===== src/rtl/frs_pkg.sv =====
package frs_pkg;

  typedef enum logic [3:0] {
    ST_RUN      = 4'd0,
    ST_WFAULT   = 4'd1,
    ST_CF1_DLY  = 4'd2,
    ST_CF1_ARM  = 4'd3,
    ST_CF2_HOLD = 4'd4,
    ST_CAPT     = 4'd5,
    ST_SYNC_C   = 4'd6,
    ST_ALIGN    = 4'd7,
    ST_FWD_INIT = 4'd8,
    ST_CMD_GAP  = 4'd9
  } frs_state_e;

  localparam int unsigned SYNC_C_LAST = 2;

  function automatic logic frs_is_timed(input frs_state_e s);
    case (s)
      ST_CF1_DLY, ST_CAPT, ST_SYNC_C, ST_ALIGN, ST_FWD_INIT, ST_CMD_GAP: frs_is_timed = 1'b1;
      default: frs_is_timed = 1'b0;
    endcase
  endfunction

endpackage


===== src/rtl/frs_rst_sync.sv =====
module frs_rst_sync #(
  parameter int STAGES = 2
) (
  input  logic clk,
  input  logic arst_n,
  output logic srst_n
);
  logic [STAGES-1:0] chain_q;

  always_ff @(posedge clk or negedge arst_n) begin
    if (!arst_n) chain_q <= '0;
    else         chain_q <= {chain_q[STAGES-2:0], 1'b1};
  end

  assign srst_n = chain_q[STAGES-1];
endmodule


===== src/rtl/frs_sync.sv =====
module frs_sync #(
  parameter int STAGES = 2
) (
  input  logic clk,
  input  logic rst_n,
  input  logic d,
  output logic q
);
  logic [STAGES-1:0] stg_q;

  generate
    for (genvar i = 0; i < STAGES; i++) begin : g_stage
      if (i == 0) begin : g_first
        always_ff @(posedge clk or negedge rst_n) begin
          if (!rst_n) stg_q[0] <= 1'b0;
          else        stg_q[0] <= d;
        end
      end else begin : g_next
        always_ff @(posedge clk or negedge rst_n) begin
          if (!rst_n) stg_q[i] <= 1'b0;
          else        stg_q[i] <= stg_q[i-1];
        end
      end
    end
  endgenerate

  assign q = stg_q[STAGES-1];
endmodule


===== src/rtl/frs_edge.sv =====
module frs_edge #(
  parameter int STAGES = 2
) (
  input  logic clk,
  input  logic rst_n,
  input  logic d,
  output logic rise
);
  logic lvl;
  logic lvl_d_q;

  frs_sync #(.STAGES(STAGES)) u_sync (
    .clk  (clk),
    .rst_n(rst_n),
    .d    (d),
    .q    (lvl)
  );

  always_ff @(posedge clk or negedge rst_n) begin
    if (!rst_n) lvl_d_q <= 1'b0;
    else        lvl_d_q <= lvl;
  end

  assign rise = lvl & ~lvl_d_q;
endmodule


===== src/rtl/frs_fsm.sv =====
module frs_fsm
  import frs_pkg::*;
#(
  parameter int DLY_A    = 264,
  parameter int DLY_B    = 525,
  parameter int DLY_G    = 264,
  parameter int FWD_EDGS = 3
) (
  input  logic       clk,
  input  logic       rst_n,
  input  logic       req_s,
  input  logic       frame_rise,
  output frs_state_e st,
  output logic       enter_wf,
  output logic       fetch_go
);
  localparam int DMAX = (DLY_A > DLY_B) ? ((DLY_A > DLY_G) ? DLY_A : DLY_G)
                                        : ((DLY_B > DLY_G) ? DLY_B : DLY_G);
  localparam int CW = (DMAX > 4) ? $clog2(DMAX + 1) : 3;
  localparam int EW = $clog2(FWD_EDGS + 1);
  localparam logic [CW-1:0] A_LAST = CW'(DLY_A - 1);
  localparam logic [CW-1:0] B_LAST = CW'(DLY_B - 1);
  localparam logic [CW-1:0] G_LAST = CW'(DLY_G - 1);
  localparam logic [CW-1:0] C_LAST = CW'(SYNC_C_LAST);
  localparam logic [EW-1:0] E_LAST = EW'(FWD_EDGS - 1);

  frs_state_e    st_q, st_n;
  logic [CW-1:0] cnt_q, cnt_n;
  logic [EW-1:0] ecnt_q, ecnt_n;
  logic          held_q, held_n;
  logic          st_chg;

  always_comb begin
    st_n     = st_q;
    fetch_go = 1'b0;
    if (req_s && frs_is_timed(st_q)) begin
      st_n = ST_WFAULT;
    end else begin
      case (st_q)
        ST_RUN:      if (req_s) st_n = ST_WFAULT;
        ST_WFAULT:   if (!req_s && held_q) st_n = ST_CF1_DLY;
        ST_CF1_DLY:  if (cnt_q == A_LAST) st_n = ST_CF1_ARM;
        ST_CF1_ARM:  if (req_s) st_n = ST_CF2_HOLD;
        ST_CF2_HOLD: if (!req_s) st_n = ST_CAPT;
        ST_CAPT:     if (cnt_q == B_LAST) st_n = ST_SYNC_C;
        ST_SYNC_C:   if (cnt_q == C_LAST) st_n = ST_ALIGN;
        ST_ALIGN:    if (frame_rise) st_n = ST_FWD_INIT;
        ST_FWD_INIT: if (frame_rise && ecnt_q == E_LAST) st_n = ST_CMD_GAP;
        ST_CMD_GAP: begin
          if (cnt_q == G_LAST) begin
            st_n     = ST_RUN;
            fetch_go = 1'b1;
          end
        end
        default:     st_n = ST_RUN;
      endcase
    end
  end

  assign st_chg   = (st_n != st_q);
  assign enter_wf = st_chg && (st_n == ST_WFAULT);

  always_comb begin
    cnt_n = cnt_q;
    if (st_chg) begin
      cnt_n = '0;
    end else begin
      case (st_q)
        ST_CF1_DLY, ST_CAPT, ST_CMD_GAP: cnt_n = cnt_q + 1'b1;
        ST_SYNC_C: begin
          if (cnt_q != '0)     cnt_n = cnt_q + 1'b1;
          else if (frame_rise) cnt_n = CW'(1);
        end
        default: cnt_n = cnt_q;
      endcase
    end
  end

  always_comb begin
    ecnt_n = ecnt_q;
    if (st_chg)                                ecnt_n = '0;
    else if (st_q == ST_FWD_INIT && frame_rise) ecnt_n = ecnt_q + 1'b1;
  end

  always_comb begin
    held_n = held_q;
    if (enter_wf)                                       held_n = 1'b0;
    else if (st_q == ST_WFAULT && req_s && frame_rise) held_n = 1'b1;
  end

  always_ff @(posedge clk or negedge rst_n) begin
    if (!rst_n) begin
      st_q   <= ST_RUN;
      cnt_q  <= '0;
      ecnt_q <= '0;
      held_q <= 1'b0;
    end else begin
      st_q   <= st_n;
      cnt_q  <= cnt_n;
      ecnt_q <= ecnt_n;
      held_q <= held_n;
    end
  end

  assign st = st_q;
endmodule


===== src/rtl/frs_regs.sv =====
module frs_regs #(
  parameter int          AW         = 64,
  parameter int unsigned VEC_OFS    = 32'h780,
  parameter logic [1:0]  ICEN_RECOV = 2'b11
) (
  input  logic          clk,
  input  logic          rst_n,
  input  logic          enter_wf,
  input  logic          fetch_go,
  input  logic [AW-1:0] pc_in,
  input  logic          base_we,
  input  logic [AW-1:0] base_wd,
  output logic [1:0]    icache_en,
  output logic          fp_en,
  output logic          bcache_on,
  output logic [AW-1:0] exc_addr,
  output logic [AW-1:0] xbase_q,
  output logic          fetch_start,
  output logic [AW-1:0] fetch_addr
);
  localparam logic [AW-1:0] VEC = AW'(VEC_OFS);

  always_ff @(posedge clk or negedge rst_n) begin
    if (!rst_n) begin
      icache_en <= 2'b00;
      fp_en     <= 1'b0;
      bcache_on <= 1'b1;
      exc_addr  <= '0;
    end else if (enter_wf) begin
      icache_en <= ICEN_RECOV;
      fp_en     <= 1'b1;
      bcache_on <= 1'b0;
      exc_addr  <= {pc_in[AW-1:2], 2'b00};
    end
  end

  always_ff @(posedge clk or negedge rst_n) begin
    if (!rst_n)       xbase_q <= '0;
    else if (base_we) xbase_q <= base_wd;
  end

  always_ff @(posedge clk or negedge rst_n) begin
    if (!rst_n) fetch_start <= 1'b0;
    else        fetch_start <= fetch_go;
  end

  always_ff @(posedge clk or negedge rst_n) begin
    if (!rst_n)        fetch_addr <= '0;
    else if (fetch_go) fetch_addr <= xbase_q + VEC;
  end
endmodule


===== src/rtl/fault_rst_seq.sv =====
module fault_rst_seq
  import frs_pkg::*;
#(
  parameter int          AW       = 64,
  parameter int          DLY_A    = 264,
  parameter int          DLY_B    = 525,
  parameter int          DLY_G    = 264,
  parameter int          FWD_EDGS = 3,
  parameter int          SYNC_STG = 2,
  parameter int unsigned VEC_OFS  = 32'h780
) (
  input  logic          clk_core,
  input  logic          rst_n,
  input  logic          frame_clk,
  input  logic          rst_req,
  input  logic [AW-1:0] pc_in,
  input  logic          base_we,
  input  logic [AW-1:0] base_wd,
  output logic          busy,
  output logic          fwd_init,
  output logic [1:0]    icache_en,
  output logic          fp_en,
  output logic          bcache_on,
  output logic [AW-1:0] exc_addr,
  output logic          fetch_start,
  output logic [AW-1:0] fetch_addr
);
  logic          rst_core_n;
  logic          req_s;
  logic          frame_rise;
  logic          enter_wf;
  logic          fetch_go;
  logic [AW-1:0] xbase_q;
  frs_state_e    st;

  frs_rst_sync #(.STAGES(2)) u_rst (
    .clk   (clk_core),
    .arst_n(rst_n),
    .srst_n(rst_core_n)
  );

  frs_sync #(.STAGES(SYNC_STG)) u_req_sync (
    .clk  (clk_core),
    .rst_n(rst_core_n),
    .d    (rst_req),
    .q    (req_s)
  );

  frs_edge #(.STAGES(SYNC_STG)) u_frame (
    .clk  (clk_core),
    .rst_n(rst_core_n),
    .d    (frame_clk),
    .rise (frame_rise)
  );

  frs_fsm #(
    .DLY_A   (DLY_A),
    .DLY_B   (DLY_B),
    .DLY_G   (DLY_G),
    .FWD_EDGS(FWD_EDGS)
  ) u_fsm (
    .clk       (clk_core),
    .rst_n     (rst_core_n),
    .req_s     (req_s),
    .frame_rise(frame_rise),
    .st        (st),
    .enter_wf  (enter_wf),
    .fetch_go  (fetch_go)
  );

  frs_regs #(
    .AW     (AW),
    .VEC_OFS(VEC_OFS)
  ) u_regs (
    .clk        (clk_core),
    .rst_n      (rst_core_n),
    .enter_wf   (enter_wf),
    .fetch_go   (fetch_go),
    .pc_in      (pc_in),
    .base_we    (base_we),
    .base_wd    (base_wd),
    .icache_en  (icache_en),
    .fp_en      (fp_en),
    .bcache_on  (bcache_on),
    .exc_addr   (exc_addr),
    .xbase_q    (xbase_q),
    .fetch_start(fetch_start),
    .fetch_addr (fetch_addr)
  );

  assign busy     = (st != ST_RUN);
  assign fwd_init = (st == ST_FWD_INIT);
endmodule


===== config.mk =====
export PLATFORM = sky130hd
export DESIGN_NAME = fault_rst_seq
export DESIGN_NICKNAME = d
export VERILOG_FILES = /design/src/rtl/frs_pkg.sv /design/src/rtl/frs_rst_sync.sv /design/src/rtl/frs_sync.sv /design/src/rtl/frs_edge.sv /design/src/rtl/frs_fsm.sv /design/src/rtl/frs_regs.sv /design/src/rtl/fault_rst_seq.sv
export SDC_FILE = /design/constraint.sdc
export NUM_CORES = 1
export LEC_CHECK = 0
export CAP_MARGIN = 20
export CORE_MARGIN = 2
export CORE_UTILIZATION = 50
export DETAILED_ROUTE_END_ITERATION = 16
export PLACE_DENSITY = 0.8
export SLEW_MARGIN = 10
export SYNTH_ARGS = -nofsm -noshare
export SYNTH_HDL_FRONTEND = slang
export SYNTH_SLANG_ARGS = --single-unit

===== constraint.sdc =====
create_clock -name clk_core -period 11.65 [get_ports clk_core]
set_input_delay 2.33 -clock clk_core [delete_from_list [all_inputs] [get_ports clk_core]]
set_output_delay 2.33 -clock clk_core [all_outputs]
set_load 0.02 [all_outputs]

# Word level (Yosys, flattened, before mapping)
# Cells that the tools add are included.
# totals
regBits,218
inputBits,133
elab_cells,79
# op_classes
addsub,3
n_eq_ne,16
mux,24
n_bitwise,2
reduce_logical,17
# op_table
op,count
"64-bit by 11-bit adder with 64-bit output, second input constant",1
4-bit two-way mux,11
4-bit case mux with 10 select lines,1
10-bit two-way mux,3
10-bit case mux with 2 select lines,1
"4-bit by 3-bit == test with 1-bit output, second input constant",4
"10-bit by 1-bit adder with 10-bit output, second input constant",1
"10-bit == test, second input constant",1
"10-bit by 2-bit == test with 1-bit output, second input constant",1
"10-bit by 9-bit == test with 1-bit output, second input constant",1
10-bit nonzero test,1
"4-bit by 1-bit == test with 1-bit output, second input constant",2
"4-bit by 2-bit == test with 1-bit output, second input constant",2
"4-bit == test, second input constant",2
1-bit logical AND,7
1-bit two-way mux,6
6-bit OR reduction,1
4-bit logical NOT,1
2-bit two-way mux,2
"4-bit by 1-bit != test with 1-bit output, second input constant",1
4-bit != test,1
2-bit nonzero test,2
4-bit nonzero test,1
3-bit nonzero test,1
7 further kinds,7

# Logic depth before layout (Yosys ltp)
# logic_depth
word_depth,9
depth_mapped,11

# Cells and area by module
# Synthesis repeated with hierarchy kept, for this count alone.
# unflattened
hier_cells,853
hier_area_um2,9960.8
# by_module_without_submodules
module,instances,cells_each,area_per_inst_um2
frs_regs,1,679,8277.9
frs_fsm,1,163,1473.9
frs_sync,2,2,50.0
frs_rst_sync,1,3,53.8
frs_edge,1,2,38.8
fault_rst_seq,1,2,16.3

# Least setup slack after synthesis
# OpenSTA, ideal clock, no wires.
# synth_timing
kind,reg-to-output
from,"register u_fsm.st_q[2], in the netlist u_fsm.st[2]"
to,output fwd_init
arrival_ps,1453
slack_ps,7867
path_stages_with_launch,3
path_buffers,1
cell_sequence,dfrtp_1 > clkbuf_1 > nor4b_1
# synth_via
elab_chain_len,1
# synth_rtl
element,line_no,rtl
"start, declared",frs_fsm.sv:27,"frs_state_e st_q, st_n;"
"start signal, assigned",frs_fsm.sv:98,st_q <= st_n;
4-bit == test,fault_rst_seq.sv:92,assign fwd_init = (st == ST_FWD_INIT);
"end, declared",fault_rst_seq.sv:20,"output logic fwd_init,"
# Every way passes these cells.

# Final worst setup path
# layout_timing
from,"register u_fsm.st_q[0], in the netlist u_fsm.st[0]"
to,output fwd_init
# Same word-level chain as after synthesis.

==> summary.md <==
| Metric | Value |
|---|---|
| Ant. Diodes | 0 |
| CP Buf/Inv Count | 1 |
| Hold_buf cts | 0 |
| Share of cells above drive strength 1 | 0.178 |
| CTS tree | built |
| GRT Total Usage | 0.228 |
| Synth Area in Compound Gates | 0.0640 |
| Maximum vdd ir drop | 0.000122 V |
| Power Total | between 2 and 3 mW |
| Post-CTS setup buffers | 0 |
| Core Box Area | 19500 µm² |
| Placer congestion estimate | between 0.8 and 0.9 |
| Main flop type after synthesis | dfrtp_1 |
| Seq cells post-synth | around 220 |
| Final WS setup | around 6.7 ns |
| CTS max path bufs | 3 |
| Synthesized area | roughly 9900 µm² |
| Setup TNS | 0 ns |
| Die Area | 20900 µm² |
| Iter 0 DRT Violations | 264 |
| Pre-Repair DR Iteration Count | 5 |
| Syn_area_per_cell | roughly 12 µm² |
| Asr flop ratio synth | 1.00 |
| Finish-stage setup viols | 0 |
| Mapped Cells | approximately 820 |
| Critical Path RT | 9.32 ns |
| Post-synthesis sequential area ratio | 0.549 |
| Distinct cells, synth | between 60 and 70 |
| Slew Limit Fails | 0 |
| Post-Synth XOR/XNOR Area | 0.0513 |
| First-pass GRT wire length | 37500 µm |
| Hold WS | 0.339 ns |
| Most common cell after layout, fill and taps aside | clkdlybuf4s50_1 |
| Nets | 1212 |
| CP Capture Type | output port |
| Starting Density | 0.508 |
| Power Density | 208 nW/µm² |
| Final Core Density | 0.695 |
| IO Pins | about 270 |
| Leak pwr | 5.76 nW |
| Area grow syn2layout | 36.7% |
| Commonest cells after routing, fill and taps aside | clkdlybuf4s50_1, dfrtp_1, nand2_1 |
| Worst-path maximum fanout | 22 |
| Critical-path top delay cell | nor4b_1 |
| Htree depth | 1 |
| Reg clk slew, reported paths | ~0.06 ns |
| Yosys warns | 0 |
| Clk_lat worst skew | 0.51 ns |
| Post-Synth Simple-Gate Area | 0.129 |
| CTS Root Cell | clkbuf_16 |
| Port Buf Inserts | 263 |
| Detailed-route via count | slightly above 7000 |
| CTS Sinks | about 220 |
| Drt total wl | ~24000 µm |
| RSZ-0062 raised after global routing | false |
| Startpoint Class | flop |
| Drc violations | 0 |
| WL per Instance | 18.0 µm |
| Antenna viol nets, final | 0 |
| Main combinational cell family by area after synthesis | multiplexers |
| Fin crit share | 0.428 |
| Clock skew | 0.0120 ns |
| Largest net degree at the start of global routing | 101 |
| Die width | 145 µm |
| Min Tclk post-route | 4.98 ns |
| Post-DP HPWL | 17100 µm |
| Mux contribution to synthesized area | 0.165 |
| Synth Area in Adders | 0.00632 |
| Crit path max-delay family | simple AND/OR/NAND/NOR gates |
| Worst min path class | flop to flop |
| Grt ovf | 0 |
| Slowest cell delay on critical path | approximately 0.8 ns |
| Antenna violations before repair | 0 |
| Die height | 145 µm |
| MaxCap Viol Count | 0 |
| Row count | 51 |
| CP Class | flop to output port |
| Max Freq | about 0.20 GHz |
| PostCTS Resize Cnt | 0 |
| Filler cells | about 1400 |
| Routed vias/inst | 5.32 |
| Worst slew pin tran | 1.11 ns |
| Max-slew headroom | 0.261 |
| Vias in the first global route | 7078 |
| Worst path cell trace | nor4b_1 -> clkdlybuf4s50_1 |
| Worst Path Arrival | 2.65 ns |
| DP Worst Slack | a little over 7 ns |
| Num CTS Buffers | 24 |
| Status | complete, no violations |
| Final Hold Vio Count | 0 |
| Post-synth EDFFs | 0 |
## cells by family (layout without fill, tap and decap cells)
logic type                 after synthesis  count (layout)
muxes                                  130             130
and+or+nand+nor                        240             240
xor gates and xnor gates                58              58
DFF                                    217             217
AOI/OAI and AO/OA                      108             108
other                                    2               3
buffers and inverters                   63             329
adders and majority gates                5               5
## path summary, 6_finish.rpt
check	from	to	slack, ns	depth (start not counted)
setup / recovery	u_fsm.st[0]$_DFF_PN0_	fwd_init	6.67	2
hold / removal	u_rst.chain_q[0]$_DFF_PN0_	u_rst.chain_q[1]$_DFF_PN0_	0.34	0
setup reg to reg	u_fsm.st[0]$_DFF_PN0_	u_regs.exc_addr[3]$_DFFE_PN0P_	8.15	6
hold reg to reg	u_rst.chain_q[0]$_DFF_PN0_	u_rst.chain_q[1]$_DFF_PN0_	0.34	0
max in group asynchronous	u_rst.chain_q[1]$_DFF_PN0_	u_regs.exc_addr[63]$_DFFE_PN0P_	9.47	2
min in group asynchronous	u_rst.chain_q[1]$_DFF_PN0_	u_regs.xbase_q[17]$_DFFE_PN0P_	0.44	0
## sequential cells by signal, summed over array words and instances, names as in the netlist
signal	flops
u_regs.exc_addr	62
u_regs.xbase_q	64
u_regs.icache_en	1
u_regs.fetch_start	1
u_req_sync.q	1
u_regs.bcache_on	1
u_fsm.ecnt_q	2
u_fsm.st	4
u_frame.u_sync.stg_q	1
u_fsm.held_q	1
u_rst.chain_q	2
u_frame.u_sync.q	1
u_regs.fetch_addr	64
u_fsm.cnt_q	10
u_req_sync.stg_q	1
u_frame.lvl_d_q	1
## cell type report
type	count	area (µm²)	share of cell area
clock buffers	34	729	0.0539
clock inverters	8	93.8	0.00694
inverters	15	56.3	0.00416
multi-input cells	544	4150	0.306
flip-flops and latches	217	5440	0.402
well taps	265	332	0.0245
repair buffers	272	2740	0.202
## layer usage
metal | vias up | GRT usage | routed length, µm
met2 | 277 | 0.384 | 11800
li1 | 3391 | - | -
met5 | - | 0 | 0
met4 | 0 | 0.0567 | 458
met3 | 41 | 0.0783 | 2510
met1 | 3506 | 0.282 | 9610
## synthesized netlist by cell type, types with 4 or more instances
master	instances	share of area
dfrtp_1	216	0.55
buf_2	4	0.0020
o31a_1	4	0.0035
mux2_4	47	0.071
nor4_1	7	0.0044
nor3_1	19	0.0096
nand3_1	21	0.011
ha_1	5	0.0063
and2_1	6	0.0038
buf_12	4	0.0081
nand2_1	96	0.036
and4_1	7	0.0062
nor2_1	15	0.0057
mux2_2	80	0.091
xnor2_1	16	0.014
xor2_1	42	0.037
and3_1	13	0.0082
nand4_1	25	0.016
inv_1	15	0.0057
o21ai_0	69	0.035
buf_4	4	0.0030
clkbuf_1	33	0.013
a21oi_1	12	0.0061
## report_power, final
part,internal (mW),switching (mW)
Combinational,0.572,0.453
Clock,0.478,0.300
Sequential,0.903,0.112
Total,1.95,0.865
## through the flow
stage          area [µm²]  cells
3_5_place_dp        12600   1310
2_1_floorplan        9900    824
6_report            13500   1355
4_1_cts             13500   1352
3_3_place_gp        12600   1310
5_1_grt             13500   1355
Power figures use the tool's default switching activity.
